==> src/rtl/msram_pkg.sv <==
`timescale 1ns/1ps
package msram_pkg;

    // Fixed electrical figures of the memory, in nanoseconds
    localparam int WPULSE_NS = 8;   // minimum write strobe
    localparam int WCYCLE_NS = 10;  // minimum write cycle
    localparam int SETTLE_NS = 5;   // address settle before enable (skew margin)

    typedef enum logic [2:0] {
        PH_BOOT,
        PH_IDLE,
        PH_SETUP,
        PH_WRITE,
        PH_READ,
        PH_RECOV
    } phase_e;

    // Pin control decoded from the sequencer phase
    typedef struct packed {
        logic sel;    // selected die enable asserted
        logic we_n;
        logic oe_n;
        logic drive;  // host drives data bus
    } pin_ctl_t;

    function automatic int cycles_for(input int ns, input int clk_ns);
        int c;
        c = (ns + clk_ns - 1) / clk_ns;
        return (c < 1) ? 1 : c;
    endfunction

    function automatic int read_ns(input int dies);
        if (dies <= 2) return 20;
        if (dies <= 4) return 22;
        return 25;
    endfunction

    function automatic int dsetup_ns(input int dies);
        return (dies >= 8) ? 6 : 5;
    endfunction

    function automatic int write_cycles(input int dies, input int clk_ns);
        int w;
        w = WPULSE_NS;
        if (dsetup_ns(dies) > w) w = dsetup_ns(dies);
        if (WCYCLE_NS > w) w = WCYCLE_NS;
        return cycles_for(w, clk_ns);
    endfunction

    function automatic int max3(input int a, input int b, input int c);
        int m;
        m = a;
        if (b > m) m = b;
        if (c > m) m = c;
        return m;
    endfunction

endpackage

==> src/rtl/msram_boot.sv <==
`timescale 1ns/1ps
module msram_boot #(
    parameter int BOOT_CYC = 1000
) (
    input  logic clk,
    input  logic rst,
    output logic done
);
    localparam int CW = $clog2(BOOT_CYC + 1);
    localparam logic [CW-1:0] LAST = CW'(BOOT_CYC - 1);

    logic [CW-1:0] cnt;

    always_ff @(posedge clk) begin
        if (rst) begin
            cnt  <= '0;
            done <= 1'b0;
        end else if (!done) begin
            if (cnt == LAST) done <= 1'b1;
            else             cnt  <= cnt + 1'b1;
        end
    end
endmodule

==> src/rtl/msram_die_dec.sv <==
`timescale 1ns/1ps
module msram_die_dec #(
    parameter int NUM_DIES = 2,
    parameter int DIE_W    = 1
) (
    input  logic [DIE_W-1:0]    die,
    input  logic                en,
    output logic [NUM_DIES-1:0] ce_n
);
    for (genvar i = 0; i < NUM_DIES; i++) begin : g_die
        assign ce_n[i] = !(en && (die == DIE_W'(i)));
    end
endmodule

==> src/rtl/msram_seq.sv <==
`timescale 1ns/1ps
module msram_seq
    import msram_pkg::*;
#(
    parameter int SETUP_CYC = 1,
    parameter int WR_CYC    = 1,
    parameter int RD_CYC    = 2
) (
    input  logic     clk,
    input  logic     rst,
    input  logic     boot_done,
    input  logic     start,
    input  logic     start_wr,
    output logic     ready,
    output logic     capture,
    output logic     rsp_pulse,
    output pin_ctl_t ctl
);
    localparam int MAXC = max3(SETUP_CYC, WR_CYC, RD_CYC);
    localparam int CW   = $clog2(MAXC + 1);

    phase_e        ph;
    logic [CW-1:0] cnt;
    logic          wr;

    always_ff @(posedge clk) begin
        if (rst) begin
            ph        <= PH_BOOT;
            cnt       <= '0;
            wr        <= 1'b0;
            rsp_pulse <= 1'b0;
        end else begin
            rsp_pulse <= 1'b0;
            unique case (ph)
                PH_BOOT: if (boot_done) ph <= PH_IDLE;
                PH_IDLE: if (start) begin
                    ph  <= PH_SETUP;
                    cnt <= CW'(SETUP_CYC - 1);
                    wr  <= start_wr;
                end
                PH_SETUP: begin
                    if (cnt == '0) begin
                        ph  <= wr ? PH_WRITE : PH_READ;
                        cnt <= wr ? CW'(WR_CYC - 1) : CW'(RD_CYC - 1);
                    end else begin
                        cnt <= cnt - 1'b1;
                    end
                end
                PH_WRITE: begin
                    if (cnt == '0) ph  <= PH_RECOV;
                    else           cnt <= cnt - 1'b1;
                end
                PH_READ: begin
                    if (cnt == '0) begin
                        ph        <= PH_RECOV;
                        rsp_pulse <= 1'b1;
                    end else begin
                        cnt <= cnt - 1'b1;
                    end
                end
                PH_RECOV: ph <= PH_IDLE;
                default:  ph <= PH_BOOT;
            endcase
        end
    end

    assign ready   = (ph == PH_IDLE);
    assign capture = (ph == PH_READ) && (cnt == '0);

    always_comb begin
        ctl = '{sel: 1'b0, we_n: 1'b1, oe_n: 1'b1, drive: 1'b0};
        unique case (ph)
            PH_SETUP: ctl.drive = wr;
            PH_WRITE: begin
                ctl.sel   = 1'b1;
                ctl.we_n  = 1'b0;
                ctl.drive = 1'b1;
            end
            PH_READ: begin
                ctl.sel  = 1'b1;
                ctl.oe_n = 1'b0;
            end
            PH_RECOV: ctl.drive = wr;
            default: ;
        endcase
    end
endmodule

==> src/rtl/msram_ctrl.sv <==
`timescale 1ns/1ps
module msram_ctrl
    import msram_pkg::*;
#(
    parameter int NUM_DIES   = 2,
    parameter int ADDR_W     = 19,
    parameter int DATA_W     = 39,
    parameter int CLK_NS     = 10,
    parameter int STARTUP_NS = 100_000_000
) (
    input  logic                                   clk,
    input  logic                                   rst,
    input  logic                                   req_valid,
    output logic                                   req_ready,
    input  logic                                   req_write,
    input  logic [ADDR_W+$clog2(NUM_DIES)-1:0]     req_addr,
    input  logic [DATA_W-1:0]                      req_wdata,
    output logic                                   rsp_valid,
    output logic [DATA_W-1:0]                      rsp_rdata,
    output logic [ADDR_W-1:0]                      mem_addr,
    output logic [NUM_DIES-1:0]                    mem_ce_n,
    output logic                                   mem_we_n,
    output logic                                   mem_oe_n,
    output logic [DATA_W-1:0]                      mem_dq_out,
    output logic                                   mem_dq_oe,
    input  logic [DATA_W-1:0]                      mem_dq_in
);
    localparam int DIE_W     = $clog2(NUM_DIES);
    localparam int HADDR_W   = ADDR_W + DIE_W;
    localparam int BOOT_CYC  = cycles_for(STARTUP_NS, CLK_NS);
    localparam int SETUP_CYC = cycles_for(SETTLE_NS, CLK_NS);
    localparam int WR_CYC    = write_cycles(NUM_DIES, CLK_NS);
    localparam int RD_CYC    = cycles_for(read_ns(NUM_DIES), CLK_NS);

    logic              boot_done;
    logic              start;
    logic              capture;
    pin_ctl_t          ctl;
    logic [ADDR_W-1:0] op_addr;
    logic [DIE_W-1:0]  op_die;
    logic [DATA_W-1:0] op_data;

    msram_boot #(.BOOT_CYC(BOOT_CYC)) i_boot (
        .clk  (clk),
        .rst  (rst),
        .done (boot_done)
    );

    assign start = req_valid && req_ready;

    msram_seq #(
        .SETUP_CYC (SETUP_CYC),
        .WR_CYC    (WR_CYC),
        .RD_CYC    (RD_CYC)
    ) i_seq (
        .clk       (clk),
        .rst       (rst),
        .boot_done (boot_done),
        .start     (start),
        .start_wr  (req_write),
        .ready     (req_ready),
        .capture   (capture),
        .rsp_pulse (rsp_valid),
        .ctl       (ctl)
    );

    // Operation registers: address and data are held for the whole access
    always_ff @(posedge clk) begin
        if (rst) begin
            op_addr   <= '0;
            op_die    <= '0;
            op_data   <= '0;
            rsp_rdata <= '0;
        end else begin
            if (start) begin
                op_addr <= req_addr[ADDR_W-1:0];
                op_die  <= req_addr[HADDR_W-1:ADDR_W];
                op_data <= req_wdata;
            end
            if (capture) rsp_rdata <= mem_dq_in;
        end
    end

    msram_die_dec #(.NUM_DIES(NUM_DIES), .DIE_W(DIE_W)) i_dec (
        .die  (op_die),
        .en   (ctl.sel),
        .ce_n (mem_ce_n)
    );

    assign mem_addr   = op_addr;
    assign mem_we_n   = ctl.we_n;
    assign mem_oe_n   = ctl.oe_n;
    assign mem_dq_oe  = ctl.drive;
    assign mem_dq_out = op_data;
endmodule

==> config.mk <==
export PLATFORM = sky130hd
export DESIGN_NAME = msram_ctrl
export DESIGN_NICKNAME = d
export VERILOG_FILES = /design/src/rtl/msram_pkg.sv /design/src/rtl/msram_boot.sv /design/src/rtl/msram_die_dec.sv /design/src/rtl/msram_seq.sv /design/src/rtl/msram_ctrl.sv
export SDC_FILE = /design/constraint.sdc
export NUM_CORES = 1
export LEC_CHECK = 0
export ABC_AREA = 1
export BUFFER_PORTS_ARGS = -buffer_cell sky130_fd_sc_hd__buf_2
export CORE_UTILIZATION = 54
export DETAILED_ROUTE_END_ITERATION = 8
export HOLD_SLACK_MARGIN = 0.12
export PLACE_DENSITY = 0.85
export SETUP_SLACK_MARGIN = 0.15
export SKIP_CTS_REPAIR_TIMING = 1
export SLEW_MARGIN = 20
export SYNTH_ARGS = -nofsm -noshare
export SYNTH_HDL_FRONTEND = slang
export SYNTH_HIERARCHICAL = 1
export SYNTH_SLANG_ARGS = --single-unit
==> constraint.sdc <==
create_clock -name clk -period 4.4 [get_ports clk]
set_input_delay 0.44 -clock clk [delete_from_list [all_inputs] [get_ports clk]]
set_output_delay 0.44 -clock clk [all_outputs]
set_load 0.1 [all_outputs]
# Word-level counts from Yosys, hierarchy flattened

Index checks and enable logic that the tools add are counted.

Mux-type cells: 18
$add $sub $neg: 2
Reductions and logical operators: 16
Bitwise operators: 4
Equal/unequal tests: 11

Operator list:

| operator              | count |
|---|---|
| $add 24x1->24 const B | 1 |
| $eq 24x24->1 const B  | 1 |
| $mux 3                | 5 |
| $pmux 3 s5            | 1 |
| $mux 1                | 7 |
| $eq 3x2->1 const B    | 2 |
| $eq 3x3->1 const B    | 2 |
| $mux 2                | 3 |
| $ne 2x1->1 const B    | 3 |
| $pmux 2 s3            | 1 |
| $reduce_or 2->1       | 3 |
| $logic_and 1x1->1     | 4 |
| $ne 2x2->1 const B    | 2 |
| $not 1->1             | 4 |
| $reduce_and 2->1      | 2 |
| $reduce_and 4->1      | 1 |
| $eq 3x1->1 const B    | 1 |
| $logic_not 3->1       | 1 |
| $reduce_and 3->1      | 1 |
| $reduce_bool 3->1     | 1 |
| $logic_not 1->1       | 2 |
| $logic_not 2->1       | 1 |
| $pmux 1 s2            | 1 |
| $sub 2x1->2 const B   | 1 |

Logic and storage cells: 61
Output and inout port bits: 104
Bits of input ports: 102
Register bits: 130

# Depth between registers and ports, before layout

Depth after elaboration: 5
Mapped depth: 14
Gate-level depth less buffers: 11

# By module

Netlist, hierarchy kept.

Modules (own cells, without submodules):

| module        | instances | sequential area each (µm²) | area an instance (µm²) | cells an instance |
|---|---|---|---|---|
| msram_ctrl    | 1         | 1961.9                     | 3764.9                 | 545 |
| msram_boot    | 1         | 500.5                      | 1566.5                 | 239 |
| msram_seq     | 1         | 140.1                      | 539.3                  | 75 |
| msram_die_dec | 1         | 0.0                        | 11.3                   | 3 |

# Worst setup path after synthesis

No wires, ideal clock.

Path type: reg2out
Start point: reg i_seq.ph[0]
End point: out mem_dq_oe
Data required time: 3960 ps
Slack: 1979 ps
Arrival: 1981 ps
Cell stages (with the launch flop): 3
Buffers on the path: 0
Path through: dfxtp_1 -> nand3_2 -> nand3_1

Cells in the longest elaborated chain, start to end: 3
Elaborated cells between the ends (all ways): 5
Those cells by class: 3 x eq/ne; 1 x mux; 1 x reduce/logical

RTL lines:

| what                                            | line             | source |
|---|---|---|
| from (decl)                                     | msram_seq.sv:22  | `phase_e ph;` |
| from (signal assigned)                          | msram_seq.sv:43  | `ph <= wr ? PH_WRITE : PH_READ;` |
| $eq 3x2->1 / $eq 3x3->1 (equally long branches) | msram_seq.sv:72  | `unique case (ph)` |
| $reduce_or 2->1 (no line)                       | -                |  |
| $pmux 1 s2 *                                    | msram_seq.sv:72  |  |
| to (decl)                                       | msram_ctrl.sv:25 | `output logic mem_dq_oe,` |

Every way passes the cells marked *; elsewhere a longest branch is shown, timed or not.

==> summary.md <==
| Metric | Value |
|---|---|
| Compound-cell area share of the yosys netlist | approximately 6.4% |
| Global Route met2 Usage | 50.7% |
| Worst Tran Pin Value | between 0.9 and 1 ns |
| DP Area | 0.00691 mm^2 |
| Xor and xnor area share after synthesis | less than 1% |
| Std-Cell Rows | 37 |
| Post-Syn Area | 0.00588 mm^2 |
| Most frequent cells in the layout | nor2_1, buf_2, nand2_1 |
| Total gr overflow | 0 |
| Placed insts | ~1,200 |
| Reg2reg path depth | 8 |
| Final Slew Violations | 0 |
| Final setup fails | 0 |
| Clk sink count | 130 |
| Unique masters post-synth | 34 |
| Hold Crit Class | in2reg |
| Gate Count Post-Synth | 862 |
| P per Cell Area | 787 mW/mm^2 |
| DR vias/cell | a little under 5 |
| Die Area | ~0.011 mm^2 |
| CP Launch Point | i_seq/ph[1] |
| Clock Tree Root | clkbuf_8 |
| Core footprint | between 0.01 and 0.015 mm^2 |
| Setup Skew | 0.00995 ns |
| Starting density of the core | 56.2% |
| DRC Markers | 0 |
| H-tree levels | 4 |
| Ys Warns | 6 |
| Largest net degree at the start of global routing | 106 |
| Critical Path AT | between 1.5 and 2 ns |
| Finished Layout Cells | 1,202 |
| HPWL Detailed | between 10 and 15 mm |
| Adder and majority gate portion of the synthesized area | 0.638% |
| Top cell by count, worst path | nand2_4 |
| Syn avg cell area | roughly 6.8 um^2 |
| R2R Path Start | i_seq/cnt[0] |
| Max incr delay on CP | 0.52 ns |
| P&R area growth vs syn | 27.9% |
| GRT Total Usage | 27.6% |
| GR Util met1 | 29.4% |
| Max-Cap Viols | 0 |
| Antenna violations before repair | 0 |
| GP Congestion | 0.892 |
| Reg clk slew, reported paths | approximately 0.060 ns |
| Status | complete, no violations |
| Peak supply drop | 0.556 mV |
| RSZ-0062 raised after global routing | no |
| Gr busiest metal | met2 |
| Core Util, Final | 71.9% |
| Top-Level Pins | 206 |
| # fillers | 895 |
| # port buffers | 205 |
| Simple-Gate Fraction of Synth Area | 37.7% |
| Min-delay src | mem_dq_in[21] |
| Flops & latches, synth | 130 |
| Worst skew pair latency | 0.52 ns |
| Synth Net Count | 967 |
| Slew HR | 35.4% |
| DRT Wirelength | 15.2 mm |
| Mux share of post-synthesis cell area | 0% |
| Peak Freq | 427 MHz |
| Main combinational cell family by area after synthesis | simple AND/OR/NAND/NOR gates |
| Vias in the first global route | 5,475 |
| Met3 usage | 7.36% |
| Nets | ~1,200 |
| First-pass DRT Iterations | 5 |
| Die Height | 106 um |
| Design area | roughly 0.0075 mm^2 |
| Share of layout cells above drive strength 1 | roughly 28% |
| Setup TNS | 0 ns |
| CP Cell Sequence | nor2_2, nand2_4, nand2_4, nand2_1, buf_2 |
| Launching element type of the critical path | flop |
| CP Capture Type | output pin |
| CTS tree | built |
| First-pass GRT wire length | between 20 and 25 mm |
| DR iter-0 viols | 323 |
| Power Total | 5920 uW |
| Commonest non-fill, non-tap cell in the layout | nor2_1 |
| WL/cell | around 13 um |
| Leak Pwr | 0.00402 uW |
| Fin crit share | a little over half |
| Die Span X | around 110 um |
| Fin crit period | ~2.3 ns |
| Hold Path Depth | 3 |
| Inserted Diodes | 0 |
| Final antenna-violating net count | 0 |
| Post-synthesis sequential area ratio | 44.2% |
| Final-report hold violation count | 0 |
| Critical Path Fanout Max | 8 |
| CP Data Required Time | 3.96 ns |
| Via count | 5,840 |
| Longest Clk Path Bufs | 2 |
| WS Path Type | reg2out |
| Crit-path slowest cell | dfxtp_1 |
| Clock buffer count from CTS | 17 |
final timing paths:
path | to | slack (ns)
worst max-delay path | mem_ce_n[1] | 2.06
worst min-delay path | rsp_rdata[21] | 0.14
worst max register to register | rsp_rdata[4] | 2.15
worst min register to register | rsp_rdata[24] | 0.50
Yosys cell counts, drive strengths merged:
library cell / instances / area [um^2]
nor2: 257 / 1040
nand2: 204 / 838
dfxtp: 130 / 2600
inv: 104 / 393
o21ai: 46 / 230
nand3: 29 / 170
buf: 28 / 174
a21oi: 21 / 131
nand4: 12 / 75.1
nor3: 9 / 61.3
clkbuf: 8 / 30.0
xor2: 4 / 35.0
ha: 3 / 37.5
nand3b: 2 / 15.0
xnor2: 2 / 17.5
a31oi: 1 / 6.26
nor3b: 1 / 12.5
o21a: 1 / 7.51
worst max-delay path, delay by kind of cell, from the launching register on:
family	cells	cell delay (ns)
flops	1	0.52
buf+inv	1	0.44
simple gates	4	0.42
power by group:
part | internal, uW | total [uW] | switching (uW) | leakage [uW]
clock | 938 | 1460 | 522 | 0.000299
combinational | 428 | 2890 | 2460 | 0.00267
sequential | 1440 | 1570 | 133 | 0.00106
routing by layer:
layer | wire, um | vias to the layer above | part of all wire (%)
li1 | - | 3003 | -
met3 | 1070 | 32 | 7.0
met1 | 5880 | 2605 | 39
met2 | 7920 | 200 | 52
met5 | 0 | - | 0
met4 | 371 | 0 | 2.4
cell families after synthesis:
logic type | Yosys count
adder cells (fa/ha/maj) | 3
XOR/XNOR | 6
buffers and inverters | 140
AND/OR/NAND/NOR | 514
flip-flops | 130
AO/OA/AOI/OAI | 69
state kept, by name, summed over array words and instances (netlist names):
signal and cells:
i_boot/cnt 24, i_boot/done 1, i_seq/cnt 2, i_seq/ph 3, i_seq/rsp_pulse 1, i_seq/wr 1, mem_addr 19, mem_dq_out 39
op_die 1, rsp_rdata 39
cell type report:
cell class,instances,area [um^2],share of cell area (%)
inverters,104,393,5.22
clock buffers,20,435,5.79
multi-input cells,592,2690,35.8
well taps,136,170,2.26
clock inverters,12,181,2.41
repair buffers,208,1050,13.9
flip-flops and latches,130,2600,34.6
per-stage QoR:
step | setup slack, ns | hold WS [ns]
finish | 2.06 | 0.138
global route | 1.91 | 0.130
CTS | 2.04 | 0.126
detailed placement | 2.19 | 0.476
global placement | 2.22 | 0.471
floorplan | 1.98 | 0.451
Note: power is estimated with default switching activity, not from simulation.
